===== src/rtl/spi_burst_pkg.sv =====
package spi_burst_pkg;

    localparam int WORD_BITS = 8;

    typedef enum logic [1:0] {
        XF_WRITE      = 2'b00,
        XF_READ       = 2'b01,
        XF_EXCHANGE   = 2'b10,
        XF_EXCHANGE_B = 2'b11
    } xfer_t;

    typedef enum logic [2:0] {
        ST_IDLE,
        ST_LEAD,
        ST_SHIFT,
        ST_TRAIL,
        ST_DONE
    } state_t;

endpackage


===== src/rtl/spi_tick_gen.sv =====
module spi_tick_gen #(
    parameter int DIV_W = 8
) (
    input  logic             clk,
    input  logic             rst_n,
    input  logic             clear,
    input  logic [DIV_W-1:0] limit,
    output logic             tick
);

    logic [DIV_W-1:0] cnt_q;

    assign tick = !clear && (cnt_q == limit);

    always_ff @(posedge clk or negedge rst_n) begin
        if (!rst_n) begin
            cnt_q <= '0;
        end else if (clear || tick) begin
            cnt_q <= '0;
        end else begin
            cnt_q <= cnt_q + 1'b1;
        end
    end

    // the counter never runs past the latched limit
    p_cnt_bound_r6: assert property (@(posedge clk) disable iff (!rst_n)
        !clear |-> (cnt_q <= limit));

endmodule


===== src/rtl/spi_byte_shifter.sv =====
module spi_byte_shifter #(
    parameter int W = 8
) (
    input  logic         clk,
    input  logic         rst_n,
    input  logic         load,
    input  logic [W-1:0] load_val,
    input  logic         shift,
    input  logic         sample,
    input  logic         miso,
    output logic         mosi,
    output logic [W-1:0] rx_cur,
    output logic [W-1:0] rx_next
);

    logic [W-1:0] tx_sh_q;
    logic [W-1:0] rx_sh_q;

    assign mosi    = tx_sh_q[W-1];
    assign rx_cur  = rx_sh_q;
    assign rx_next = {rx_sh_q[W-2:0], miso};

    always_ff @(posedge clk or negedge rst_n) begin
        if (!rst_n) begin
            tx_sh_q <= '0;
            rx_sh_q <= '0;
        end else begin
            if (load) begin
                tx_sh_q <= load_val;
            end else if (shift) begin
                tx_sh_q <= {tx_sh_q[W-2:0], 1'b0};
            end
            if (sample) begin
                rx_sh_q <= {rx_sh_q[W-2:0], miso};
            end
        end
    end

    // loading and shifting never collide in one cycle
    p_load_shift_r8: assert property (@(posedge clk) disable iff (!rst_n)
        shift |-> !load);

endmodule


===== src/rtl/spi_burst_master.sv =====
module spi_burst_master
    import spi_burst_pkg::*;
#(
    parameter int DIV_W = 8,
    parameter int LEN_W = 8
) (
    input  logic             clk,
    input  logic             rst_n,
    input  logic             start,
    input  logic [1:0]       xfer_mode,
    input  logic [LEN_W-1:0] byte_count,
    input  logic             cpol,
    input  logic             cpha,
    input  logic [DIV_W-1:0] half_div,
    input  logic [7:0]       fill_byte,
    input  logic [7:0]       tx_data,
    output logic             tx_ready,
    output logic [7:0]       rx_data,
    output logic             rx_valid,
    output logic             busy,
    output logic             done,
    output logic [DIV_W-1:0] div_rb,
    output logic             sck,
    output logic             mosi,
    output logic             cs_n,
    input  logic             miso
);

    localparam int EDGE_W = $clog2(2 * WORD_BITS);
    localparam logic [EDGE_W-1:0] LAST_EDGE = EDGE_W'(2 * WORD_BITS - 1);

    state_t             state_q, state_d;
    xfer_t              mode_q, mode_eff;
    logic               cpol_q, cpha_q, sck_q;
    logic [DIV_W-1:0]   div_q;
    logic [7:0]         fill_q, fill_eff;
    logic [LEN_W-1:0]   left_q;
    logic [EDGE_W-1:0]  edge_q;
    logic [7:0]         rx_data_q;
    logic               rx_valid_q;

    logic tick, clear, start_ok, edge_tick, byte_end;
    logic load, shift, sample;
    logic [7:0] load_val, rx_cur, rx_next;

    assign start_ok  = (state_q == ST_IDLE) && start && (byte_count != '0);
    assign clear     = (state_q == ST_IDLE) || (state_q == ST_DONE);
    assign edge_tick = (state_q == ST_SHIFT) && tick;
    assign byte_end  = edge_tick && (edge_q == LAST_EDGE);

    assign mode_eff = (state_q == ST_IDLE) ? xfer_t'(xfer_mode) : mode_q;
    assign fill_eff = (state_q == ST_IDLE) ? fill_byte : fill_q;
    assign load     = start_ok || (byte_end && (left_q != '0));
    assign load_val = (mode_eff == XF_READ) ? fill_eff : tx_data;
    assign sample   = edge_tick && (edge_q[0] == cpha_q);
    assign shift    = edge_tick && (edge_q[0] != cpha_q)
                      && (edge_q != '0) && (edge_q != LAST_EDGE);

    spi_tick_gen #(.DIV_W(DIV_W)) i_tick (
        .clk   (clk),
        .rst_n (rst_n),
        .clear (clear),
        .limit (div_q),
        .tick  (tick)
    );

    spi_byte_shifter #(.W(WORD_BITS)) i_shift (
        .clk      (clk),
        .rst_n    (rst_n),
        .load     (load),
        .load_val (load_val),
        .shift    (shift),
        .sample   (sample),
        .miso     (miso),
        .mosi     (mosi),
        .rx_cur   (rx_cur),
        .rx_next  (rx_next)
    );

    // state register
    always_ff @(posedge clk or negedge rst_n) begin
        if (!rst_n) begin
            state_q <= ST_IDLE;
        end else begin
            state_q <= state_d;
        end
    end

    always_comb begin
        state_d = state_q;
        unique case (state_q)
            ST_IDLE:  if (start_ok) state_d = ST_LEAD;
            ST_LEAD:  if (tick) state_d = ST_SHIFT;
            ST_SHIFT: if (byte_end && (left_q == '0)) state_d = ST_TRAIL;
            ST_TRAIL: if (tick) state_d = ST_DONE;
            ST_DONE:  state_d = ST_IDLE;
            default:  state_d = ST_IDLE;
        endcase
    end

    // datapath and configuration latch
    always_ff @(posedge clk or negedge rst_n) begin
        if (!rst_n) begin
            mode_q     <= XF_WRITE;
            cpol_q     <= 1'b0;
            cpha_q     <= 1'b0;
            div_q      <= '0;
            fill_q     <= '0;
            left_q     <= '0;
            edge_q     <= '0;
            sck_q      <= 1'b0;
            rx_data_q  <= '0;
            rx_valid_q <= 1'b0;
        end else begin
            rx_valid_q <= 1'b0;
            if (state_q == ST_IDLE) begin
                sck_q  <= cpol;
                edge_q <= '0;
                if (start_ok) begin
                    mode_q <= xfer_t'(xfer_mode);
                    cpol_q <= cpol;
                    cpha_q <= cpha;
                    div_q  <= half_div;
                    fill_q <= fill_byte;
                    left_q <= byte_count - 1'b1;
                end
            end
            if (edge_tick) begin
                sck_q  <= ~sck_q;
                edge_q <= edge_q + 1'b1;
            end
            if (byte_end) begin
                rx_data_q  <= cpha_q ? rx_next : rx_cur;
                rx_valid_q <= (mode_q != XF_WRITE);
                if (left_q != '0) left_q <= left_q - 1'b1;
            end
        end
    end

    // outputs
    always_comb begin
        busy     = (state_q == ST_LEAD) || (state_q == ST_SHIFT) || (state_q == ST_TRAIL);
        cs_n     = !busy;
        done     = (state_q == ST_DONE);
        tx_ready = load && (mode_eff != XF_READ);
        sck      = sck_q;
        div_rb   = div_q;
        rx_data  = rx_data_q;
        rx_valid = rx_valid_q;
    end

    p_rx_silent_write_r3: assert property (@(posedge clk) disable iff (!rst_n)
        rx_valid |-> (mode_q != XF_WRITE));

    p_no_tx_pull_read_r4: assert property (@(posedge clk) disable iff (!rst_n)
        (busy && (mode_q == XF_READ)) |-> !tx_ready);

    p_sck_home_r7: assert property (@(posedge clk) disable iff (!rst_n)
        (state_q == ST_TRAIL) |-> (sck == cpol_q));

    p_cfg_hold_r2: assert property (@(posedge clk) disable iff (!rst_n)
        ((state_q != ST_IDLE) && start) |=> ($stable(div_rb) && $stable(mode_q)));

    p_done_after_cs_r9: assert property (@(posedge clk) disable iff (!rst_n)
        done |-> (cs_n && $past(!cs_n)));

    p_edges_in_shift_r1: assert property (@(posedge clk) disable iff (!rst_n)
        (($past(state_q) != ST_IDLE) && (sck != $past(sck))) |-> ($past(state_q) == ST_SHIFT));

endmodule


===== config.mk =====
export PLATFORM = sky130hd
export DESIGN_NAME = spi_burst_master
export DESIGN_NICKNAME = d
export VERILOG_FILES = /design/src/rtl/spi_burst_pkg.sv /design/src/rtl/spi_tick_gen.sv /design/src/rtl/spi_byte_shifter.sv /design/src/rtl/spi_burst_master.sv
export SDC_FILE = /design/constraint.sdc
export NUM_CORES = 1
export LEC_CHECK = 0
export ABC_AREA = 1
export CAP_MARGIN = 15
export CORE_MARGIN = 8
export CORE_UTILIZATION = 55
export DETAILED_ROUTE_END_ITERATION = 10
export HOLD_SLACK_MARGIN = 0.12
export PLACE_DENSITY_LB_ADDON = 0.3
export SLEW_MARGIN = 20
export SYNTH_ARGS = -nofsm -noshare
export SYNTH_HDL_FRONTEND = slang
export SYNTH_HIERARCHICAL = 1
export SYNTH_SLANG_ARGS = --single-unit
export TNS_END_PERCENT = 50

===== constraint.sdc =====
create_clock -name clk -period 3.2 [get_ports clk]
set_clock_uncertainty 0.05 [all_clocks]
set_input_delay 0.32 -clock clk [delete_from_list [all_inputs] [get_ports clk]]
set_output_delay 0.32 -clock clk [all_outputs]
set_load 0.02 [all_outputs]

==> reports/results.txt, run 1 <==
std cell rows: 31
dpl cell area: 0.00455 mm²
multiplexer share of the synthesized area: 0%
Synth Area in Compound Gates: 10.7%
sequential share of the synthesized area: 43.2%
Crit Path Max Fanout: 6
global-route wire length before repair: 15.6 mm
TNS Setup: 0 ns
Worst slew margin: 42.6%
Post-CTS Setup Repair Bufs: 0
Vias: 3450
Pint: 2.15 mW
data required time of the worst path: 2.83 ns
Synth Area in Simple Gates: 29.2%
largest buffer count on any clock path: 2
Yosys cell types: 35
largest net degree at the start of global routing: 69
Leakage Power: 2.33 nW
worst-skew pair later-pin latency: 0.34 ns
Max Fclk: 0.388 GHz
clock-pin slew on the worst setup and hold paths: 0.08 ns
CTS H-Tree Depth: 3
number of global-route vias before repair: 3546
die height: 101 µm
XOR/XNOR Fraction of Synth Area: 2.89%
Filler Cell Count: 615
post-synth top area cell: dfrtp_1
family with the most delay on the worst path: simple AND/OR/NAND/NOR gates
Final Wtd Congestion: 0.884
Worst Hold Class: input pin to asynchronous set/reset pin
worst path buffer plus inverter count: 2
Post-synth EDFFs: 0
Synth top cells by count: nand2_1 (157), dfrtp_1 (68), inv_1 (67), nor2_1 (51), nand3_1 (34)
DR DRC count: 0
initial antenna violation count: 0
Synth top area share: 43.2%
drt total wl: 8.84 mm
Ant. Diodes: 0
RSZ-0062 raised after global routing: false
IO Pins: 63
Synth Warn #: 6
WL/cell: 12.9 µm
Port Buffers: 62
period utilization: 80.5%
post-route cell area: 0.00475 mm²
TritonCTS buffer count: 9
fin. max-slew vios: 0
width of the die: 101 µm
clock sink count: 68
Net Sw Frac: 40.3%
Hold Fails Final Rpt: 0
crit path time final: 2.58 ns
Post-synth ARST share: 100%
Worst Reg2Reg Path Length in Cells: 15
cts hold-fix bufs: 0
dominant combinational cell family by area after synthesis: simple AND/OR/NAND/NOR gates
crit path cell chain: inv_1 > nand2_1 > nand2_1 > nand2_1 > nor2_1 > nand2_2 > nor2_2 > nand3_4 > nor2_2 > o21ai_1 > a21oi_2 > dlymetal6s2s_1
TritonCTS clock tree: built
die area: 0.0101 mm²
Yosys reg bits: 68
GRT overflow: 0
slowest cell on the critical path: dfrtp_1
Logic pwr share: 40.7%
Mapped Nets: 573
cell area after synthesis: 0.00394 mm²
Main synth FF type: dfrtp_1
number of max-cap violations: 0
clock network fraction of design power: 19.9%
top cells by area, synth: dfrtp_1 (43%), nand2_1 (15%), inv_1 (6.4%)
Crit. path cell count: 12
cell mode on critical path: nand2_1
sequential share of power: 39.4%
status: complete, no violations
hpwl dp: 6.37 mm
count leader, synth: nand2_1
CP arrival: 2.21 ns
worst vdd ir: 0.330 mV
Cell Pwr Density: 758 mW/mm²
Post-Synth Adder-Cell Area: 2.22%
Nets: 629
CP Launch Type: flop
Final setup viols: 0
total track usage: 19.0%
Syn Area/Cell: 7.49 µm²
worst slew pin tran: 0.860 ns
Mapped Cells: 526
vias per cell: 5.03
endpoint class of the critical path: primary output
Area Overhead vs Synth: 20.6%
initial drt markers: 190
DRT antenna net count: 0
share of layout cells above drive strength 1: 10.1%
area of the core: 0.00710 mm²
Initial Util: 55.5%
critical path type: flop to primary output
critical path's largest stage delay: 0.41 ns
DR pass1 iterations: 5
Psw: 1.45 mW
Root Driver: clkbuf_8
cells by family (layout without fill, tap and decap cells):
| group | after synthesis | after routing |
|---|---|---|
| DFF | 68 | 68 |
| buffers and inverters | 100 | 161 |
| xor gates and xnor gates | 13 | 13 |
| AOI/OAI and AO/OA | 72 | 72 |
| and+or+nand+nor | 266 | 266 |
| adders and majority gates | 7 | 7 |
per-stage QoR:
step	cells	hold slack, ns	utilization (%)	worst slack, ns	power [mW]
2_1_floorplan	526	-0.0256	-	1.03	2.50
3_3_place_gp	670	0.407	64.1	0.576	2.84
3_5_place_dp	670	0.424	64.1	0.530	2.89
4_1_cts	686	0.141	66.9	0.120	3.63
5_1_grt	686	0.186	67.0	0.351	3.91
6_report	686	0.123	67.0	0.624	3.60
layout by cell type, fill, tap and decap left out, types with 2 or more instances in the layout:
cell type / netlist / routed
dfrtp_1: 68 / 68
ha_1: 7 / 7
xor2_1: 7 / 7
o21ai_1: 26 / 26
nand2_4: 2 / 2
o21ai_2: 8 / 8
nor3_1: 3 / 3
clkbuf_8: 0 / 11
nand2_2: 4 / 4
nand3_1: 34 / 34
o21ai_0: 28 / 28
a21oi_1: 4 / 4
nand4_1: 4 / 4
buf_4: 10 / 6
inv_1: 67 / 67
nand3_2: 2 / 2
nor2_1: 51 / 50
nand2_1: 157 / 157
clkinv_2: 0 / 2
xnor2_1: 6 / 6
inv_2: 10 / 10
clkdlybuf4s50_1: 0 / 60
nor2_2: 4 / 5
registers in the layout (all words and copies together) (netlist names):
register,cells
edge_q,4
div_rb,8
mode_q,2
fill_q,8
state_q,3
i_tick/cnt_q,8
i_shift/tx_sh_q,8
left_q,8
sck,1
i_shift/rx_cur,8
cpha_q,1
rx_data,8
rx_valid,1
per-layer routing:
metal	up-vias	GRT usage [%]	wire [µm]
met5	-	0	0
li1	1738	-	-
met1	1626	22.9	4020
met2	82	31.4	4320
met4	0	7.79	44
met3	4	4.83	450
worst paths after layout:
check                                        start  slack [ns]            endpoint
worst max-delay path               i_tick/cnt_q[5]        0.62            tx_ready
worst min-delay path                         rst_n        0.12           div_rb[7]
worst max register to register     i_tick/cnt_q[5]        0.63  i_shift/tx_sh_q[1]
worst min register to register  i_shift/tx_sh_q[0]        0.44  i_shift/tx_sh_q[0]
max in group asynchronous                    rst_n        2.41          rx_data[7]
min in group clk                i_shift/tx_sh_q[0]        0.44  i_shift/tx_sh_q[0]
power by group through the flow:
stage | registers, mW | clock network [mW] | logic, mW
5_1_grt | 1.47 | 0.782 | 1.66
2_1_floorplan | 1.42 | 0 | 1.07
4_1_cts | 1.42 | 0.741 | 1.47
3_3_place_gp | 1.42 | 0 | 1.42
6_report | 1.42 | 0.718 | 1.47
3_5_place_dp | 1.43 | 0 | 1.46
layout make-up:
class / instances / area, µm² / share of cell area, %
inverters: 77 / 289 / 6.08
multi-input cells: 358 / 1770 / 37.3
well taps: 99 / 124 / 2.61
clock inverters: 4 / 47.5 / 1.00
clock buffers: 12 / 155 / 3.26
repair buffers: 68 / 663 / 13.9
flip-flops and latches: 68 / 1700 / 35.8
repair_timing:
| action | 4_1_cts | 5_1_grt |
|---|---|---|
| endpoints found under the setup margin | 0 | 1 |
| resized for setup | 0 | 2 |
| hold endpoints to repair | 0 | 0 |
(Power assumes the default switching activity.)
==> run 2: changes to the inputs <==
Settings changed: CORE_UTILIZATION 55 to 49.
Clock period 3.2 ns to 2.2 ns, I/O delays scaled along.
==> reports/results.txt, run 2 (synthesis results as in run 1) <==
Port Buffers: 62 (unchanged)
DR DRC count: 0 (unchanged)
Final Power: 5.86 mW (was 3.60 mW)
global-route wire length before repair: 15.9 mm (was 15.6 mm)
Final setup viols: 1 (was 0)
Worst Hold Class: input pin to flop (was input pin to asynchronous set/reset pin)
number of global-route vias before repair: 3589 (was 3546)
IO Pins: 63 (unchanged)
clock sink count: 68 (unchanged)
crit path time final: 2.24 ns
worst vdd ir: 0.475 mV (was 0.330 mV)
share of layout cells above drive strength 1: 16.6% (was 10.1%)
Area Overhead vs Synth: 31.2% (was 20.6%)
Core Util, Final: 66.6% (was 67.0%)
drt total wl: 9.13 mm (was 8.84 mm)
Crit Path Max Fanout: 3 (was 6)
Max Fclk: 0.447 GHz
dpl ws: -0.230 ns (was 0.530 ns)
die height: 106 µm (was 101 µm)
Root Driver: clkbuf_8 (unchanged)
Leakage Power: 2.55 nW (was 2.33 nW)
largest buffer count on any clock path: 2 (unchanged)
Ant. Diodes: 0 (unchanged)
post-route cell area: 0.00517 mm² (was 0.00475 mm²)
CP arrival: 1.97 ns (was 2.21 ns)
Nets: 668 (was 629)
Cell Pwr Density: 1130 mW/mm² (was 758 mW/mm²)
CTS H-Tree Depth: 3 (unchanged)
TritonCTS buffer count: 9 (unchanged)
RSZ-0062 raised after global routing: true (was false)
commonest non-fill, non-tap cell in the layout: nand2_1 (unchanged)
clock-pin slew on the worst setup and hold paths: 0.08 ns (about the same)
worst slew pin tran: 0.360 ns (was 0.860 ns)
worst-skew pair later-pin latency: 0.34 ns (about the same)
number of max-cap violations: 0 (unchanged)
largest net degree at the start of global routing: 69 (unchanged)
period utilization: 102%
width of the die: 106 µm (was 101 µm)
DRT antenna net count: 0 (unchanged)
initial drt markers: 144 (was 190)
die area: 0.0112 mm² (was 0.0101 mm²)
WL/cell: 12.5 µm (was 12.9 µm)
total track usage: 17.1% (was 19.0%)
Vias: 3500 (was 3450)
vias per cell: 4.81 (was 5.03)
endpoint class of the critical path: primary output (unchanged)
Hold Fails Final Rpt: 0 (unchanged)
data required time of the worst path: 1.93 ns (was 2.83 ns)
hpwl dp: 6.65 mm (was 6.37 mm)
status: finished with violations (was complete, no violations)
PnR worst setup slack: -0.0386 ns (was 0.624 ns)
DR pass1 iterations: 4 (was 5)
critical path type: flop to primary output (unchanged)
fin cells: 728 (was 686)
commonest cells after routing, fill and taps aside: nand2_1 (156), dfrtp_1 (68), inv_1 (65) (was nand2_1 (157), dfrtp_1 (68), inv_1 (67))
CP Launch Type: flop (unchanged)
TNS Setup: -0.0386 ns (was 0 ns)
dpl cell area: 0.00482 mm² (was 0.00455 mm²)
Worst slew margin: 76.0% (was 42.6%)
failing checks: setup timing
initial antenna violation count: 0 (unchanged)
placed cell count: 705 (was 670)
Initial Util: 50.7% (was 55.5%)
area of the core: 0.00777 mm² (was 0.00710 mm²)
TritonCTS clock tree: built (unchanged)
Final Hold Slack: 0.358 ns (was 0.123 ns)
GRT overflow: 0 (unchanged)
std cell rows: 32 (was 31)
Final Wtd Congestion: 0.869 (was 0.884)
fin. max-slew vios: 0 (unchanged)
[run 2: metal layers]
metal | share of wire (%) | wire (µm) | global-route usage, % | vias to the layer above
met3 | 4.6 | 424 | 4.08 | 9
met4 | 1.0 | 95 | 6.83 | 0
met5 | 0 | 0 | 0 | -
li1 | - | - | - | 1821
met2 | 50 | 4590 | 29.5 | 64
met1 | 44 | 4020 | 20.0 | 1606
[run 2: final timing paths]
path                                          from            endpoint  slack (ns)  cells after the start
worst max-delay path               i_tick/cnt_q[1]            tx_ready       -0.04                     13
worst min-delay path                   half_div[5]           div_rb[5]        0.36                      3
worst max register to register     i_tick/cnt_q[1]  i_shift/tx_sh_q[5]        0.06                     17
worst min register to register  i_shift/tx_sh_q[7]  i_shift/tx_sh_q[7]        0.43                      2
max in group asynchronous                    rst_n                 sck        1.43                      3
min in group asynchronous                    rst_n           left_q[5]        0.38                      3
[run 2: critical path, stage by stage, from the launching register on]
cell and delay, ns:
dfrtp_1 0.40, inv_1 0.07, nand2_1 0.06, nand2_1 0.06
nand2_1 0.06, nor2_1 0.13, nand2_2 0.06, nor2_1 0.08
buf_4 0.13, nand3_4 0.08, nor2_4 0.11, o21ai_2 0.07
a21oi_2 0.18, buf_6 0.14
[run 2: cell type report]
type	instances	area (µm²)
fill	656	2600
multi-input combinational	358	1800
sequential	68	1700
timing repair buffer	107	986
inverter	77	289
clock inverter	7	146
tap	102	128
clock buffer	9	124
[run 2: power breakdown]
group | internal [mW] | switching [mW] | total, mW | leakage [nW]
logic | 1.11 | 1.41 | 2.52 | 1.55
registers | 1.67 | 0.294 | 1.96 | 0.865
clock network | 0.877 | 0.504 | 1.38 | 0.134
total | 3.65 | 2.21 | 5.86 | 2.55
[run 2: timing repair]
action,in CTS,in global routing
setup endpoints to repair,8,11
pin swaps,5,4
hold buffers,1,0
endpoints found under the hold margin,68,0
setup buffers,4,2
gates resized for setup,9,6
